<file path="src/rtl/bst_pkg.sv">
package bst_pkg;
    localparam int CNT_W_DEF   = 15;
    localparam int PSC_W_DEF   = 4;
    localparam int MAX_PSC_DEF = 14;
    localparam int STS_W_DEF   = 16;
    localparam int TMO_BIT_DEF = 7;
endpackage

</file>
<file path="src/rtl/bst_prescaler.sv">
module bst_prescaler #(
    parameter int PSC_W   = 4,
    parameter int MAX_PSC = 14
) (
    input  logic             clk,
    input  logic             rst_n,
    input  logic             psc_wr_i,
    input  logic [PSC_W-1:0] psc_wdata_i,
    output logic             tick_o
);
    localparam logic [PSC_W-1:0] PSC_TOP = PSC_W'(MAX_PSC);

    typedef struct packed {
        logic [PSC_W-1:0]   psc;
        logic [MAX_PSC-1:0] div;
    } psc_st_t;

    psc_st_t st_d, st_q;
    logic [MAX_PSC-1:0] span;

    always_comb begin
        span   = (MAX_PSC'(1) << st_q.psc) - MAX_PSC'(1);
        tick_o = (st_q.div == span);
        st_d   = st_q;
        st_d.div = tick_o ? '0 : st_q.div + MAX_PSC'(1);
        if (psc_wr_i) begin
            st_d.div = '0;
            st_d.psc = (psc_wdata_i > PSC_TOP) ? PSC_TOP : psc_wdata_i;
        end
    end

    always_ff @(posedge clk or negedge rst_n) begin
        if (!rst_n) st_q <= '0;
        else        st_q <= st_d;
    end


    psc_range_chk: assert property (@(posedge clk) disable iff (!rst_n)
        st_q.psc <= PSC_TOP);


    div_restart_chk: assert property (@(posedge clk) disable iff (!rst_n)
        psc_wr_i |=> (st_q.div == '0 && !$past(tick_o, 1) || st_q.div == '0));
endmodule

</file>
<file path="src/rtl/bst_wait_ctr.sv">
module bst_wait_ctr #(
    parameter int CNT_W = 15
) (
    input  logic           clk,
    input  logic           rst_n,
    input  logic           ctl_wr_i,
    input  logic [CNT_W:0] ctl_wdata_i,
    input  logic           act_i,
    input  logic           wait_i,
    input  logic           tick_i,
    output logic           expire_o
);
    typedef struct packed {
        logic [CNT_W-1:0] lim;
        logic             en;
        logic [CNT_W-1:0] cnt;
        logic             armed;
    } wt_st_t;

    wt_st_t st_d, st_q;
    logic   restart;
    logic   step;

    always_comb begin
        restart  = ctl_wr_i | act_i;
        step     = st_q.en & wait_i & tick_i & st_q.armed;
        expire_o = !restart && step && (st_q.cnt == st_q.lim);
        st_d     = st_q;
        if (ctl_wr_i) begin
            st_d.lim = ctl_wdata_i[CNT_W-1:0];
            st_d.en  = ctl_wdata_i[CNT_W];
        end
        if (restart) begin
            st_d.cnt   = '0;
            st_d.armed = 1'b1;
        end else if (step) begin
            if (st_q.cnt == st_q.lim) st_d.armed = 1'b0;
            else                      st_d.cnt   = st_q.cnt + CNT_W'(1);
        end
    end

    always_ff @(posedge clk or negedge rst_n) begin
        if (!rst_n) begin
            st_q.lim   <= '1;
            st_q.en    <= 1'b0;
            st_q.cnt   <= '0;
            st_q.armed <= 1'b1;
        end else begin
            st_q <= st_d;
        end
    end


    cnt_bound_chk: assert property (@(posedge clk) disable iff (!rst_n)
        st_q.cnt <= st_q.lim);


    expire_needs_en_chk: assert property (@(posedge clk) disable iff (!rst_n)
        expire_o |-> st_q.en);


    progress_reload_chk: assert property (@(posedge clk) disable iff (!rst_n)
        act_i |=> (st_q.cnt == '0 && st_q.armed));


    no_double_expire_chk: assert property (@(posedge clk) disable iff (!rst_n)
        (expire_o && !ctl_wr_i && !act_i) |=> !st_q.armed);
endmodule

</file>
<file path="src/rtl/bst_tmo_status.sv">
module bst_tmo_status #(
    parameter int STS_W   = 16,
    parameter int TMO_BIT = 7
) (
    input  logic             clk,
    input  logic             rst_n,
    input  logic             set_i,
    input  logic             sts_wr_i,
    input  logic [STS_W-1:0] sts_wdata_i,
    output logic             flag_o
);
    typedef struct packed {
        logic flag;
    } sts_st_t;

    sts_st_t st_d, st_q;
    logic    clr;

    always_comb begin
        clr  = sts_wr_i & sts_wdata_i[TMO_BIT];
        st_d = st_q;
        if (set_i)    st_d.flag = 1'b1;
        else if (clr) st_d.flag = 1'b0;
    end

    always_ff @(posedge clk or negedge rst_n) begin
        if (!rst_n) st_q <= '0;
        else        st_q <= st_d;
    end

    assign flag_o = st_q.flag;


    rise_from_expire_chk: assert property (@(posedge clk) disable iff (!rst_n)
        $rose(st_q.flag) |-> $past(set_i));


    set_wins_chk: assert property (@(posedge clk) disable iff (!rst_n)
        set_i |=> st_q.flag);


    clear_works_chk: assert property (@(posedge clk) disable iff (!rst_n)
        (clr && !set_i) |=> !st_q.flag);
endmodule

</file>
<file path="src/rtl/bus_stall_timer.sv">
module bus_stall_timer
    import bst_pkg::*;
#(
    parameter int CNT_W   = CNT_W_DEF,
    parameter int PSC_W   = PSC_W_DEF,
    parameter int MAX_PSC = MAX_PSC_DEF,
    parameter int STS_W   = STS_W_DEF,
    parameter int TMO_BIT = TMO_BIT_DEF
) (
    input  logic             clk,
    input  logic             rst_n,
    input  logic             psc_wr,
    input  logic [PSC_W-1:0] psc_wdata,
    input  logic             ctl_wr,
    input  logic [CNT_W:0]   ctl_wdata,
    input  logic             sts_wr,
    input  logic [STS_W-1:0] sts_wdata,
    input  logic             bus_progress,
    input  logic             bus_waiting,
    output logic             tmo_flag
);
    logic tick;
    logic expire;

    bst_prescaler #(.PSC_W(PSC_W), .MAX_PSC(MAX_PSC)) u_psc (
        .clk        (clk),
        .rst_n      (rst_n),
        .psc_wr_i   (psc_wr),
        .psc_wdata_i(psc_wdata),
        .tick_o     (tick)
    );

    bst_wait_ctr #(.CNT_W(CNT_W)) u_ctr (
        .clk        (clk),
        .rst_n      (rst_n),
        .ctl_wr_i   (ctl_wr),
        .ctl_wdata_i(ctl_wdata),
        .act_i      (bus_progress),
        .wait_i     (bus_waiting),
        .tick_i     (tick),
        .expire_o   (expire)
    );

    bst_tmo_status #(.STS_W(STS_W), .TMO_BIT(TMO_BIT)) u_sts (
        .clk        (clk),
        .rst_n      (rst_n),
        .set_i      (expire),
        .sts_wr_i   (sts_wr),
        .sts_wdata_i(sts_wdata),
        .flag_o     (tmo_flag)
    );


    reset_low_chk: assert property (@(posedge clk) disable iff (!rst_n)
        $rose(rst_n) |-> !tmo_flag);
endmodule

</file>
<file path="config.mk">
export PLATFORM = sky130hd
export DESIGN_NAME = bus_stall_timer
export DESIGN_NICKNAME = d
export VERILOG_FILES = /design/src/rtl/bst_pkg.sv /design/src/rtl/bst_prescaler.sv /design/src/rtl/bst_wait_ctr.sv /design/src/rtl/bst_tmo_status.sv /design/src/rtl/bus_stall_timer.sv
export SDC_FILE = /design/constraint.sdc
export NUM_CORES = 1
export LEC_CHECK = 0
export ABC_AREA = 0
export CORE_ASPECT_RATIO = 1.25
export CORE_MARGIN = 3
export CORE_UTILIZATION = 40
export CTS_CLUSTER_SIZE = 16
export DETAILED_ROUTE_END_ITERATION = 10
export DONT_BUFFER_PORTS = 1
export PLACE_DENSITY = 0.58
export SKIP_LAST_GASP = 1
export SYNTH_ARGS = -nofsm -noshare
export SYNTH_HDL_FRONTEND = slang
export SYNTH_HIERARCHICAL = 1
export SYNTH_SLANG_ARGS = --single-unit
</file>
<file path="constraint.sdc">
create_clock -name clk -period 4.9 [get_ports clk]
set_input_delay 0 -clock clk [delete_from_list [all_inputs] [get_ports clk]]
set_output_delay 0 -clock clk [all_outputs]
set_load 0.1 [all_outputs]
</file>
; ---- After elaboration in Yosys (flattened, before gate mapping)
; Cells that the tools add are included.
[word_totals]
out_inout_bits = 1
inputBits = 43
elab_cells = 37
reg_bits = 51
[classes]
n_lt_le_gt_ge = 1
n_mux = 9
reduce_logical = 8
addsub = 3
n_eq_ne = 3
n_bitwise = 5
shifts = 1
[op_table]
columns = cell, n
row1 = 16-bit 2-to-1 mux, 2
row2 = 14-bit 2-to-1 mux, 2
row3 = 15-bit by 1-bit adder with 15-bit output (second input constant), 1
row4 = 15-bit == test, 1
row5 = 15-bit 2-to-1 mux, 1
row6 = 14-bit by 1-bit adder with 14-bit output (second input constant), 1
row7 = 14-bit == test, 1
row8 = 1-bit by 4-bit << shifter with 14-bit output (first input constant), 1
row9 = 14-bit by 2-bit subtractor with 14-bit output (second input constant), 1
row10 = 2-bit nonzero test, 3
row11 = 1-bit bitwise AND, 4
row12 = 4-bit > comparator (second input constant), 1
row13 = 4-bit 2-to-1 mux, 1
row14 = 2-bit AND reduction, 2
row15 = 1-bit 2-to-1 mux, 3
row16 = 1-bit logical AND, 2
row17 = 2-bit by 1-bit inequality test with 1-bit output (second input constant), 1
row18 = 1-bit zero test, 1
row19 = 1-bit bitwise OR, 1

; ---- Longest topological paths before layout
[depth]
word_depth = 8
ltp_mapped = 18
ltp_nobuf = 14

; ---- Cells and area by module
; Netlist, hierarchy kept.
[modules_own_cells]
columns = mod, seq_area_each_um2, cells_per_inst, area_each_um2, n_inst
row1 = bst_wait_ctr, 820.8, 155, 1662.8, 1
row2 = bst_prescaler, 450.4, 156, 1388.8, 1
row3 = bst_tmo_status, 25.0, 3, 36.3, 1

; ---- Least setup slack after synthesis
; OpenSTA, ideal clock, no wires.
[synth_timing]
path_type = reg2reg
from = register u_psc/st_q[17] (netlist bit)
to = register u_ctr/st_q[8] (netlist bit)
setup_time_ns = 0.077
setup_slack_ns = 1.395
stages_incl_launch_ff = 17
period_less_slack_ns = 3.505
arrival_ns = 3.428
path_buffers = 5
required_time_ns = 4.823
cell_sequence = dfrtp_1 > buf_2 > buf_2 > nand3b_1 > ha_1 > clkbuf_1 > nor2_1 > a311oi_1 > o21ai_0 > nor4_4 > buf_6 > and2_1 > and4_1 > buf_2 > nand2_1 > or4_1 > a21oi_1
[synth_between]
elab_chain_len = 7
[synth_lines]
columns = item, line_no
row1 = from (decl), bst_prescaler.sv:18  ; psc_st_t st_d, st_q;
row2 = from (signal assigned), bst_prescaler.sv:34  ; else st_q <= st_d;
row3 = 1-bit by 4-bit << shifter with 14-bit output, bst_prescaler.sv:22  ; span = (MAX_PSC'(1) << st_q.psc) - MAX_PSC'(1);
row4 = 14-bit by 2-bit subtractor with 14-bit output, bst_prescaler.sv:22
row5 = 14-bit == test, bst_prescaler.sv:23  ; tick_o = (st_q.div == span);
row6 = named net tick, bus_stall_timer.sv:22  ; logic tick;
row7 = 1-bit bitwise AND (2 in a row), bst_wait_ctr.sv:26  ; step = st_q.en & wait_i & tick_i & st_q.armed;
row8 = 2-bit nonzero test (no source line), n/a
row9 = 2-bit AND reduction (no source line), n/a
row10 = to (signal assigned), bst_wait_ctr.sv:49  ; st_q <= st_d;
row11 = to (decl), bst_wait_ctr.sv:20  ; wt_st_t st_d, st_q;
; The timed path passes the listed nets, and every way through them passes these cells.
; A chain may end at the register's enable or synchronous reset.

; ---- Worst setup path after layout
[layout_timing]
from = register u_psc/st_q[15] (netlist bit)
to = register u_ctr/st_q[8] (netlist bit)
; The elaborated chain is that of the path after synthesis.

==> out/qor.csv <==
metric,value,unit
num_rows,35,
rsz0062_at_grt,false,
slew_violations,0,
yosys_register_bits,51,
syn_area,0.00309,mm^2
dieArea,0.00882,mm^2
initial_core_util,41.5,%
hold_path.class,in -> reg,
cts_root_buf,clkbuf_8,
num_antenna_cells,0,
nFillCells,678,
period_share,79.1,%
synth-edff-count,0,
final_nets,394,
yosysTopAreaCell,dfrtp_1,
syn-instance-count,314,
avgSynthCellArea,9.83,um^2
timing.fmax,258,MHz
dpl.hpwl,4470,um
core-area,0.00744,mm^2
synthFlopType,dfrtp_1,
grt_use_total,16.1,%
cp_max_fo,21,
leakage,1.39,nW
wl_per_cell,15.9,um
vias,2459,
cts_hold_buffers,46,
cts_tree,done,
drtIter0Drc,96,
outcome,"complete, no violations",
ir_drop,115,uV
gp_congestion,0.812,
hold_slack,0.0346,ns
globalRouteOverflowTotal,0,
port-buffer-count,0,
path_class,reg -> reg,
cts_resized,0,
yosysWarningCount,6,
synth.distinct_cells,57,
synth_top_area_share,28.4,%
grt_pass1_vias,2478,
vias_per_cell,5.58,
totalWireLength,6990,um
clk_latency,0.31,ns
numCtsBuffers,5,
antenna_found_initial,0,
grt_pass1_wl,11800,um
cp-end-kind,register,
cts_setup_buffers,0,
clk_path_buf_depth,2,
crit_chain,"or4_4, ha_1, xor2_1, xnor2_1, nand3_1, nor4_4, buf_4, and2_1, and4_1, nand2_1, or4_1, a21oi_1",
layout-drive-gt1-share,15.5,%
arrival,4.12,ns
grt_use_met1,19.7,%
grt_max_degree,52,
area_growth,19.6,%
cpPeakStageDelay,0.61,ns
grtUsageMet3,3.09,%
grt.busiest_layer,met2,
period_minus_slack,3.88,ns
clock_sinks,51,
drtAntennaViolNets,0,
p_total,0.881,mW
synth_area_leaders,"dfrtp_1, dfstp_2, xnor2_1",
use_met2,28.6,%
maxCapViolCount,0,
htree_levels,2,
power.density,238,mW/mm^2
async_flop_share,100,%
maxSlewHeadroom,29.9,%
setup_viol,0,
critPathLaunchType,register,
chipHeight,104,um
clkTransAtPathRegs,0.10,ns
synth-seq-area-share,42.0,%
final_area,0.00369,mm^2
path_delay_family,simple AND/OR/NAND/NOR gates,
firstDrtPassIters,4,
slowest_stage,dfrtp_1,
tns,0,ns
crit_required,5.14,ns
worst_slew_pin_slew,1.04,ns
ios,44,
die_x,84.6,um
critPathBufInv,1,
syn_nets,360,
hold_viol,0,
place_area,0.00312,mm^2
drc,0,
clock_skew,0.0127,ns
==> placed cells by master (no fill, tap or decap), types with 2 or more instances in the layout <==
cell            n
mux2i_1         3
a21oi_1        14
o211ai_1        2
o31ai_1         3
and4_1          2
a211oi_1       18
o21ai_0         9
a31oi_1         2
clkbuf_8        6
nand2_1        20
xnor2_1        27
and3_1          6
nor2_1         18
o21bai_1        2
inv_1           8
dfstp_2        16
nand3_1        17
nand3b_1        2
or4_1           2
or3_1           5
ha_1            3
mux2_2         18
xor2_1         12
nor3b_1         2
o22ai_1         2
dlygate4sd3_1  45
nand4_1        11
and2_1          3
nor2b_1         4
nor3_1          3
dfrtp_1        35
buf_4           3
==> worst paths after layout <==
kind,end,startpoint,cells past startpoint,slack [ns]
max,u_ctr/st_q[8],u_psc/st_q[15],12,1.02
min,u_ctr/st_q[4],bus_waiting,3,0.03
max reg2reg,u_ctr/st_q[8],u_psc/st_q[15],12,1.02
min reg2reg,u_ctr/st_q[15],u_ctr/st_q[15],2,0.59
max in group asynchronous,u_ctr/st_q[0],rst_n,2,4.42
min in group asynchronous,u_ctr/st_q[5],rst_n,2,0.20
==> power by group <==
| part | internal (mW) | total, mW | switching [mW] | leakage [nW] |
|---|---|---|---|---|
| sequential | 0.448 | 0.475 | 0.0267 | 0.645 |
| clock | 0.116 | 0.258 | 0.142 | 0.0484 |
| combinational | 0.0834 | 0.147 | 0.0640 | 0.693 |
| total | 0.648 | 0.881 | 0.233 | 1.39 |
==> through the flow <==
stage	std cells	util (%)	setup slack, ns
finish	441	49.6	1.02
global route	441	49.6	0.687
CTS	441	49.6	1.04
detailed placement	387	41.9	1.07
global placement	387	41.9	1.11
floorplan	314	-	1.39
==> routing by layer <==
layer,vias to the layer above,share of wire (%)
li1,1209,-
met1,1197,42
met2,49,54
met3,4,3.5
met4,0,0.84
met5,-,0
==> worst reg2reg max path: cells and delay by family, from the launching register on <==
kind | cells | cell delay [ns]
xor+xnor | 2 | 0.38
compound gates | 1 | 0.15
simple gates | 7 | 2.11
buf+inv | 1 | 0.24
fa+ha+maj | 1 | 0.34
flops | 1 | 0.61
==> cells by family after synthesis <==
group                      Yosys count  share of synthesized area [%]
DFF                                 51                           42.0
xor gates and xnor gates            39                           11.1
AOI/OAI and AO/OA                   64                           14.5
adders and majority gates            3                           1.22
buffers and inverters               30                           4.38
and+or+nand+nor                    106                           19.3
muxes                               21                           7.54
==> final cells by class <==
type                    count  area, um^2  share of cell area, %
clock buffers               7        86.3                   2.34
clock inverters             1        8.76                  0.237
well taps                  92         115                   3.12
inverters                   8        30.0                  0.813
multi-input cells         233        1660                   44.9
repair buffers             49         500                   13.6
flip-flops and latches     51        1300                   35.1
==> synth_stat cells, types with 2 or more instances <==
master	number
a211oi_1	18
a21oi_1	14
a31oi_1	2
and2_1	3
and3_1	6
and4_1	2
buf_2	9
clkbuf_1	10
dfrtp_1	35
dfstp_2	16
ha_1	3
inv_1	8
mux2_2	18
mux2i_1	3
nand2_1	20
nand3_1	17
nand3b_1	2
nand4_1	11
nor2_1	18
nor2b_1	4
nor3_1	3
nor3b_1	2
o211ai_1	2
o21ai_0	9
o21bai_1	2
o22ai_1	2
o31ai_1	3
or3_1	5
or4_1	2
xnor2_1	27
xor2_1	12
==> registers in the layout (all words and copies together) (netlist names) <==
signal / count
u_ctr/st_q: 32
u_psc/st_q: 18
u_sts/flag_o: 1
Note: power is estimated with default switching activity, not from simulation.
